==> src/rtl/pwm_pkg.sv <==
package pwm_pkg;
  localparam int unsigned REG_AW = 2;

  typedef enum logic [REG_AW-1:0] {
    RA_CTRL   = 2'd0,
    RA_PERIOD = 2'd1,
    RA_DUTY   = 2'd2,
    RA_COUNT  = 2'd3
  } reg_addr_e;

  localparam int unsigned CTRL_EN_BIT  = 0;
  localparam int unsigned CTRL_POL_BIT = 1;
endpackage

==> src/rtl/pwm_regs.sv <==
module pwm_regs
  import pwm_pkg::*;
#(
  parameter int unsigned W = 8
) (
  input  logic              clk,
  input  logic              rst_n,
  input  logic              tick,
  input  logic              wr_en,
  input  logic [REG_AW-1:0] wr_addr,
  input  logic [W-1:0]      wr_data,
  input  logic              period_end,
  output logic              en_q,
  output logic              pol_q,
  output logic              run_q,
  output logic              cnt_wr,
  output logic [W-1:0]      per_buf,
  output logic [W-1:0]      duty_buf,
  output logic [W-1:0]      per_act,
  output logic [W-1:0]      duty_act
);
  logic         wr_ctrl, wr_per, wr_duty;
  logic         stop_evt, load;
  logic [W-1:0] per_buf_d, duty_buf_d;

  always_comb begin
    wr_ctrl    = wr_en && (wr_addr == RA_CTRL);
    wr_per     = wr_en && (wr_addr == RA_PERIOD);
    wr_duty    = wr_en && (wr_addr == RA_DUTY);
    cnt_wr     = wr_en && (wr_addr == RA_COUNT);
    per_buf_d  = wr_per  ? wr_data : per_buf;
    duty_buf_d = wr_duty ? wr_data : duty_buf;
    // stopping takes effect on a tick; that same tick commits the shadows
    stop_evt   = tick && run_q && !en_q;
    load       = cnt_wr || period_end || stop_evt;
  end

  always_ff @(posedge clk or negedge rst_n) begin
    if (!rst_n) begin
      en_q     <= 1'b0;
      pol_q    <= 1'b0;
      run_q    <= 1'b0;
      per_buf  <= '0;
      duty_buf <= '0;
      per_act  <= '0;
      duty_act <= '0;
    end else begin
      if (wr_ctrl) begin
        en_q  <= wr_data[CTRL_EN_BIT];
        pol_q <= wr_data[CTRL_POL_BIT];
      end
      if (tick) run_q <= en_q;
      per_buf  <= per_buf_d;
      duty_buf <= duty_buf_d;
      if (load || (!run_q && wr_per))  per_act  <= per_buf_d;
      if (load || (!run_q && wr_duty)) duty_act <= duty_buf_d;
    end
  end

  // a running channel keeps its compare pair between load events
  p_shadow_hold_r7: assert property (@(posedge clk) disable iff (!rst_n)
    (run_q && !load) |=> ($stable(per_act) && $stable(duty_act)));

  // run state only moves on a tick
  p_run_on_tick_r4: assert property (@(posedge clk) disable iff (!rst_n)
    !tick |=> $stable(run_q));

  // a stopped channel takes period writes directly
  p_direct_per_r8: assert property (@(posedge clk) disable iff (!rst_n)
    (!run_q && wr_per) |=> (per_act == $past(wr_data)));

  // a stopped channel takes duty writes directly
  p_direct_duty_r8: assert property (@(posedge clk) disable iff (!rst_n)
    (!run_q && wr_duty) |=> (duty_act == $past(wr_data)));
endmodule

==> src/rtl/pwm_counter.sv <==
module pwm_counter #(
  parameter int unsigned W = 8
) (
  input  logic         clk,
  input  logic         rst_n,
  input  logic         tick,
  input  logic         run,
  input  logic         clr,
  input  logic [W-1:0] period,
  output logic [W-1:0] count,
  output logic         period_end
);
  logic [W:0] next_ext;
  logic       wrap;

  always_comb begin
    next_ext   = {1'b0, count} + {{W{1'b0}}, 1'b1};
    // also covers period 0 and a count left above a shrunk period
    wrap       = (next_ext >= {1'b0, period});
    period_end = tick && run && !clr && wrap;
  end

  always_ff @(posedge clk or negedge rst_n) begin
    if (!rst_n)              count <= '0;
    else if (clr)            count <= '0;
    else if (tick && run)    count <= wrap ? '0 : next_ext[W-1:0];
  end

  // no tick and no write, no movement
  p_hold_r4: assert property (@(posedge clk) disable iff (!rst_n)
    (!tick && !clr) |=> $stable(count));

  // stopped counter ignores ticks
  p_idle_hold_r4: assert property (@(posedge clk) disable iff (!rst_n)
    (!run && !clr) |=> $stable(count));

  // a count write clears the counter
  p_clear_r9: assert property (@(posedge clk) disable iff (!rst_n)
    clr |=> (count == '0));

  // ticks below the wrap point step by one
  p_step_r3: assert property (@(posedge clk) disable iff (!rst_n)
    (tick && run && !clr && !wrap) |=> (count == $past(count) + 1'b1));

  // the wrap tick returns to zero
  p_wrap_r3: assert property (@(posedge clk) disable iff (!rst_n)
    period_end |=> (count == '0));
endmodule

==> src/rtl/pwm_wave.sv <==
module pwm_wave #(
  parameter int unsigned W = 8
) (
  input  logic         run,
  input  logic         pol,
  input  logic [W-1:0] count,
  input  logic [W-1:0] duty,
  output logic         wave
);
  logic before_duty;

  always_comb begin
    before_duty = (count < duty);
    if (!run) wave = 1'b0;
    else      wave = before_duty ? pol : !pol;
  end
endmodule

==> src/rtl/pwm_chan.sv <==
module pwm_chan
  import pwm_pkg::*;
#(
  parameter int unsigned W = 8
) (
  input  logic              clk,
  input  logic              rst_n,
  input  logic              tick,
  input  logic [REG_AW-1:0] bus_addr,
  input  logic [W-1:0]      bus_wdata,
  input  logic              bus_we,
  output logic [W-1:0]      bus_rdata,
  output logic              pwm_out
);
  logic         en_q, pol_q, run_q, cnt_wr, period_end;
  logic [W-1:0] per_buf, duty_buf, per_act, duty_act, count;

  pwm_regs #(.W(W)) u_regs (
    .clk        (clk),
    .rst_n      (rst_n),
    .tick       (tick),
    .wr_en      (bus_we),
    .wr_addr    (bus_addr),
    .wr_data    (bus_wdata),
    .period_end (period_end),
    .en_q       (en_q),
    .pol_q      (pol_q),
    .run_q      (run_q),
    .cnt_wr     (cnt_wr),
    .per_buf    (per_buf),
    .duty_buf   (duty_buf),
    .per_act    (per_act),
    .duty_act   (duty_act)
  );

  pwm_counter #(.W(W)) u_cnt (
    .clk        (clk),
    .rst_n      (rst_n),
    .tick       (tick),
    .run        (run_q),
    .clr        (cnt_wr),
    .period     (per_act),
    .count      (count),
    .period_end (period_end)
  );

  pwm_wave #(.W(W)) u_wave (
    .run   (run_q),
    .pol   (pol_q),
    .count (count),
    .duty  (duty_act),
    .wave  (pwm_out)
  );

  always_comb begin
    bus_rdata = '0;
    case (bus_addr)
      RA_CTRL: begin
        bus_rdata[CTRL_EN_BIT]  = en_q;
        bus_rdata[CTRL_POL_BIT] = pol_q;
      end
      RA_PERIOD: bus_rdata = per_buf;
      RA_DUTY:   bus_rdata = duty_buf;
      default:   bus_rdata = count;
    endcase
  end

  // a stopped channel drives low on the next cycle after stopping
  p_stop_low_r6: assert property (@(posedge clk) disable iff (!rst_n)
    (tick && !en_q) |=> !pwm_out);
endmodule

==> config.mk <==
export PLATFORM = sky130hd
export DESIGN_NAME = pwm_chan
export DESIGN_NICKNAME = d
export VERILOG_FILES = /design/src/rtl/pwm_pkg.sv /design/src/rtl/pwm_regs.sv /design/src/rtl/pwm_counter.sv /design/src/rtl/pwm_wave.sv /design/src/rtl/pwm_chan.sv
export SDC_FILE = /design/constraint.sdc
export NUM_CORES = 1
export LEC_CHECK = 0
export CAP_MARGIN = 40
export CORE_UTILIZATION = 35
export CTS_BUF_LIST = sky130_fd_sc_hd__clkbuf_8
export CTS_CLUSTER_DIAMETER = 40
export DETAILED_ROUTE_END_ITERATION = 8
export PLACE_DENSITY_LB_ADDON = 0.25
export SETUP_SLACK_MARGIN = 0.15
export SLEW_MARGIN = 0
export SYNTH_ARGS = -nofsm -noshare
export SYNTH_HDL_FRONTEND = slang
export SYNTH_SLANG_ARGS = --single-unit
export TNS_END_PERCENT = 5
==> constraint.sdc <==
create_clock -name clk -period 6.3 [get_ports clk]
set_input_delay 1.26 -clock clk [delete_from_list [all_inputs] [get_ports clk]]
set_output_delay 1.26 -clock clk [all_outputs]
set_load 0.1 [all_outputs]
==> impl_metrics.json, run 1 <==
{
  "status": "completed",
  "firstDrtPassIters": 4,
  "max_slew_margin": 0.563,
  "grt_overflow": 0,
  "synthToLayoutAreaGrowth_pct": 18.6,
  "vias_per_cell": 5.36,
  "slew_viol_final": 0,
  "synth_nets": 229,
  "hold_buffers": 0,
  "wl_per_cell_um": 16.9,
  "ir_drop_mv": 0.177,
  "synth_edf_count": 0,
  "path_clk_slew_ns": 0.08,
  "worstRegToRegCells": 10,
  "post_cts_buffers": 0,
  "drc": 0,
  "htree_levels": 2,
  "insertion_delay_ns": 0.30,
  "whs_ns": 0.496,
  "ant_nets": 0,
  "hold_class": "flip-flop to flip-flop",
  "synth_seq_area_share": 0.441,
  "rsz0062_at_grt": "no",
  "place_ws_ns": 1.68,
  "synth_ff_type": "dfrtp_1",
  "cts.sink_count": 43,
  "avgSynthCellArea_um2": 12.3,
  "row_count": 30,
  "startpoint_type": "input port",
  "crit_top_cell": "clkdlybuf4s50_1",
  "period_needed_ns": 4.67,
  "timing.final.crit_share": 0.741,
  "io_pins": 23,
  "ff2ff_setup_slack_ns": 3.21,
  "r2r_start": "u_cnt.count[0]",
  "setup_viol": 0,
  "synth-async-reset-ratio": 1.00,
  "synth_area_um2": 2440,
  "cp-end-kind": "output port",
  "ys_ff_latch": 43,
  "cts_tree": "built",
  "setup_slack_ns": 1.63,
  "worstPathCellList": "clkdlybuf4s50_1 > mux4_2 > clkdlybuf4s50_1 > buf_8",
  "grt_pass1_vias": 1683,
  "coreArea_um2": 6760,
  "r2r-end": "u_regs.per_act[5]",
  "synth_cell_types": 41,
  "fp.dieW_um": 85.5,
  "cts_made_buffers": 5,
  "root_buffer": "clkbuf_8",
  "first_iter_violations": 53,
  "hold_path_depth": 1,
  "tightest_slew_ns": 0.655,
  "portBuffers": 22,
  "yosysWarningCount": 0,
  "clock_path_buffers": 2,
  "final_common_cell": "dfrtp_1",
  "slowest_delay_ns": 0.89,
  "hold_path_startpoint": "u_regs.per_act[5]",
  "crit_type": "input port to output port",
  "die_h_um": 85.5,
  "fin_tns_setup_ns": 0,
  "max_freq_mhz": 214,
  "syn_inst": 199,
  "worstPathRequired_ns": 5.04,
  "antenna_found_initial": 0,
  "grt_max_degree": 33,
  "layout_common_cells": "dfrtp_1, mux2_2, inv_1",
  "dpl.hpwl_um": 3780,
  "power.density_nw_per_um2": 362,
  "leakage_nw": 1.33,
  "dieArea_um2": 7310,
  "grtUsageTotal": 0.159,
  "grt_pass1_wl_um": 8720,
  "hold_path_end": "u_regs.per_act[5]",
  "worst_path_max_delay_cell": "clkdlybuf4s50_1",
  "cap_violations": 0,
  "gp_congestion": 0.739,
  "cts_resized": 0,
  "critPathArrivalTime_ns": 3.41,
  "start_util": 0.361,
  "num_vias": 1650,
  "cp_max_fo": 12,
  "skew_ns": 0.00547,
  "antenna_cells": 0,
  "wl_um": 5220,
  "nets": 257,
  "hold_violations": 0,
  "layout-drive-gt1-share": 0.307
}
[worst max path at each step]
stage	startpoint	endpoint	slack, ns	depth (start not counted)
floorplan	u_cnt.count[4]	pwm_out	1.66	6
global placement	bus_addr[1]	bus_rdata[1]	1.34	3
detailed placement	bus_addr[1]	bus_rdata[1]	1.68	4
CTS	bus_addr[1]	bus_rdata[1]	1.66	4
global route	bus_addr[1]	bus_rdata[1]	1.57	4
finish	bus_addr[1]	bus_rdata[1]	1.63	4
[Yosys cell counts, types with 3 or more instances]
cell      number  area share
inv_1         18       0.028
o21a_1         5       0.015
nand3_1        3      0.0062
xor2_1         3       0.011
nor2_1         5      0.0077
ha_1          16       0.082
dfrtp_1       43        0.44
mux2_2        39        0.18
o21ai_0        3      0.0062
a22o_1         6       0.022
nand2b_1       3      0.0077
a32o_1         6       0.025
nand2_1        8       0.012
[cell families (layout without fill, tap and decap cells)]
| logic type | count (synthesis) | count (layout) | share of synthesized area |
|---|---|---|---|
| AO/OA/AOI/OAI | 35 | 35 | 0.127 |
| XOR/XNOR | 5 | 5 | 0.0180 |
| adder cells (fa/ha/maj) | 16 | 16 | 0.0821 |
| buffers and inverters | 24 | 53 | 0.0441 |
| flip-flops | 43 | 43 | 0.441 |
| multiplexers | 42 | 42 | 0.203 |
| AND/OR/NAND/NOR | 34 | 34 | 0.0842 |
[report_power, final]
part           leakage, nW  internal [mW]  switching [mW]
registers            0.526          0.358          0.0559
clock network       0.0618          0.131           0.102
logic                0.744          0.180           0.220
total                 1.33          0.669           0.378
[state kept, by name, indices dropped and copies added, names as in the netlist]
register and cells:
u_regs.per_act 8, u_cnt.count 8, u_regs.en_q 1, u_regs.duty_act 8
u_regs.run_q 1, u_regs.pol_q 1, u_regs.per_buf 8, u_regs.duty_buf 8
[worst max-delay path, delay by kind of cell]
| kind | cells | cell delay (ns) |
|---|---|---|
| buffers and inverters | 3 | 1.56 |
| muxes | 1 | 0.58 |
[cell type report]
cell class,count,area [um2]
Clock buffer,6,82.6
Clock inverter,2,38.8
Fill cell,656,3860
Inverter,18,67.6
Multi-Input combinational cell,132,1250
Sequential cell,43,1080
Tap cell,80,100
Timing Repair Buffer,27,273
[stage by stage]
step | area [um2] | power (mW) | std cells | utilization
after floorplan | 2440 | 0.710 | 199 | -
after global placement | 2710 | 0.800 | 296 | 0.401
after detailed placement | 2770 | 0.824 | 300 | 0.410
after CTS | 2890 | 1.06 | 308 | 0.428
after global routing | 2890 | 1.12 | 308 | 0.428
final | 2890 | 1.05 | 308 | 0.428
[metal layers]
layer / vias up / GRT usage / part of all wire
met3: 8 / 0.0263 / 0.031
met4: 0 / 0.0636 / 0.017
met2: 28 / 0.249 / 0.46
met5: - / 0 / 0
li1: 785 / - / -
met1: 829 / 0.220 / 0.49
Note: power is estimated with default switching activity, not from simulation.
==> run 2: changes to the inputs <==
- clock period: 6.3 -> 4.6 ns (I/O delays scaled with it)
==> run 2 against run 1 <==
Clock skew decreased by 0.00054 ns; first-iteration DRC count is 17% higher; register-to-register slack worse by 1.7 ns; worst setup slack worse by 0.42 ns; sequential share of layout area up 0.79 points; die area is the same; combinational power rose by 33%; largest power group unchanged; highest routed layer unchanged.
==> impl_metrics.json, run 2 (synthesis results as in run 1) <==
{
  "leakage_nw": 1.31,
  "num_vias": 1580,
  "drc": 0,
  "status": "completed",
  "clock_path_buffers": 2,
  "ant_nets": 0,
  "antenna_found_initial": 0,
  "die_h_um": 85.5,
  "period_needed_ns": 3.39,
  "hold_class": "input port to async pin",
  "firstDrtPassIters": 4,
  "antenna_cells": 0,
  "use_met1": 0.222,
  "insertion_delay_ns": 0.29,
  "slowest_delay_ns": 0.54,
  "path_clk_slew_ns": 0.08,
  "portBuffers": 22,
  "slew_viol_final": 0,
  "fin_tns_setup_ns": 0,
  "row_count": 30,
  "worstRegToRegCells": 10,
  "cts.sink_count": 43,
  "grt_pass1_vias": 1740,
  "gr-usage-met2": 0.265,
  "placed_cell_area_um2": 2750,
  "fillCellCount": 645,
  "htree_levels": 2,
  "max_slew_margin": 0.571,
  "start_util": 0.361,
  "dieArea_um2": 7310,
  "worstPathRequired_ns": 3.68,
  "wl_um": 5260,
  "layout-drive-gt1-share": 0.305,
  "grtUsageTotal": 0.163,
  "first_iter_violations": 62,
  "grt_pass1_wl_um": 9080,
  "hold_buffers": 0,
  "io_pins": 23,
  "startpoint_type": "input port",
  "critPathArrivalTime_ns": 2.47,
  "power.density_nw_per_um2": 471,
  "cts_resized": 0,
  "cp_top_family": "buffers and inverters",
  "root_buffer": "clkbuf_8",
  "worstPathCellList": "clkdlybuf4s50_1 > nor2b_1 > a22o_1 > buf_4",
  "vias_per_cell": 5.16,
  "ir_drop_mv": 0.259,
  "wl_per_cell_um": 17.2,
  "setup_viol": 0,
  "hold_violations": 0,
  "cp_max_fo": 7,
  "p_total_mw": 1.33,
  "skew_ns": 0.00493,
  "grt.met3_usage": 0.0340,
  "max_freq_mhz": 295,
  "cp-end-kind": "output port",
  "timing.critical_path.buf_inv": 2,
  "crit_type": "input port to output port",
  "tightest_slew_ns": 0.642,
  "nets": 255,
  "post_cts_buffers": 0,
  "cts_tree": "built",
  "worstSetupPathDepth": 4,
  "gp_congestion": 0.737,
  "finalInstanceArea_um2": 2830,
  "rsz0062_at_grt": "no",
  "cap_violations": 0,
  "whs_ns": 0.488,
  "fp.dieW_um": 85.5,
  "cts_made_buffers": 5,
  "worst_path_max_delay_cell": "nor2b_1",
  "grt_max_degree": 35,
  "layout_common_cells": "dfrtp_1, mux2_2, inv_1",
  "final_common_cell": "dfrtp_1",
  "top_usage_layer": "met2",
  "coreArea_um2": 6760,
  "grt_overflow": 0,
  "synthToLayoutAreaGrowth_pct": 16.2,
  "dpl.hpwl_um": 3900,
  "timing.final.crit_share": 0.737
}
run 2: cell types whose count changed in the layout (fill, tap and decap cells not counted):
| cell | delta |
|---|---|
| buf_12 | +2 |
| buf_4 | +2 |
| buf_8 | -3 |
| bufinv_16 | -1 |
| clkbuf_8 | -1 |
| clkdlybuf4s50_1 | -3 |
| clkinv_2 | +1 |
| inv_1 | +2 |
| inv_6 | -1 |
run 2: path summary, 6_finish.rpt:
check                                  startpoint                 to  slack, ns
worst max-delay path                  bus_addr[1]       bus_rdata[6]       1.21
worst min-delay path                        rst_n  u_regs.per_act[2]       0.49
worst max register to register     u_cnt.count[0]  u_regs.per_act[5]       1.54
worst min register to register  u_regs.per_act[5]  u_regs.per_act[5]       0.50
max in group asynchronous                   rst_n  u_regs.per_act[6]       3.63
min in group clk                u_regs.per_act[5]  u_regs.per_act[5]       0.50
run 2: layout make-up:
| type | count | area [um2] | share of cell area |
|---|---|---|---|
| Inverter | 18 | 67.6 | 0.0239 |
| Multi-Input combinational cell | 132 | 1250 | 0.443 |
| Timing Repair Buffer | 25 | 253 | 0.0892 |
| Tap cell | 80 | 100 | 0.0353 |
| Clock inverter | 3 | 12.5 | 0.00442 |
| Sequential cell | 43 | 1080 | 0.380 |
| Clock buffer | 5 | 68.8 | 0.0243 |
run 2: worst reg2reg max path, delay by kind of cell, from the launching register on:
family | cells | cell delay (ns)
flip-flops | 1 | 0.50
multiplexers | 1 | 0.36
AND/OR/NAND/NOR | 3 | 0.48
AO/OA/AOI/OAI | 3 | 0.85
adder cells (fa/ha/maj) | 2 | 0.53
XOR/XNOR | 1 | 0.23
run 2: layer usage:
metal,routed length [um],vias up
met5,0,-
met4,55,0
met3,128,5
met2,2390,22
met1,2690,770
li1,-,783
run 2: stage by stage:
step | util | std cells | setup slack (ns)
after global routing | 0.419 | 306 | 1.09
after global placement | 0.404 | 297 | 1.20
after floorplan | - | 199 | 0.302
after CTS | 0.419 | 306 | 1.20
after detailed placement | 0.407 | 298 | 1.17
final | 0.419 | 306 | 1.21
run 2: power by group:
| part | internal [mW] | switching [mW] |
|---|---|---|
| Clock | 0.102 | 0.128 |
| Sequential | 0.491 | 0.0802 |
| Combinational | 0.235 | 0.298 |
| Total | 0.828 | 0.506 |
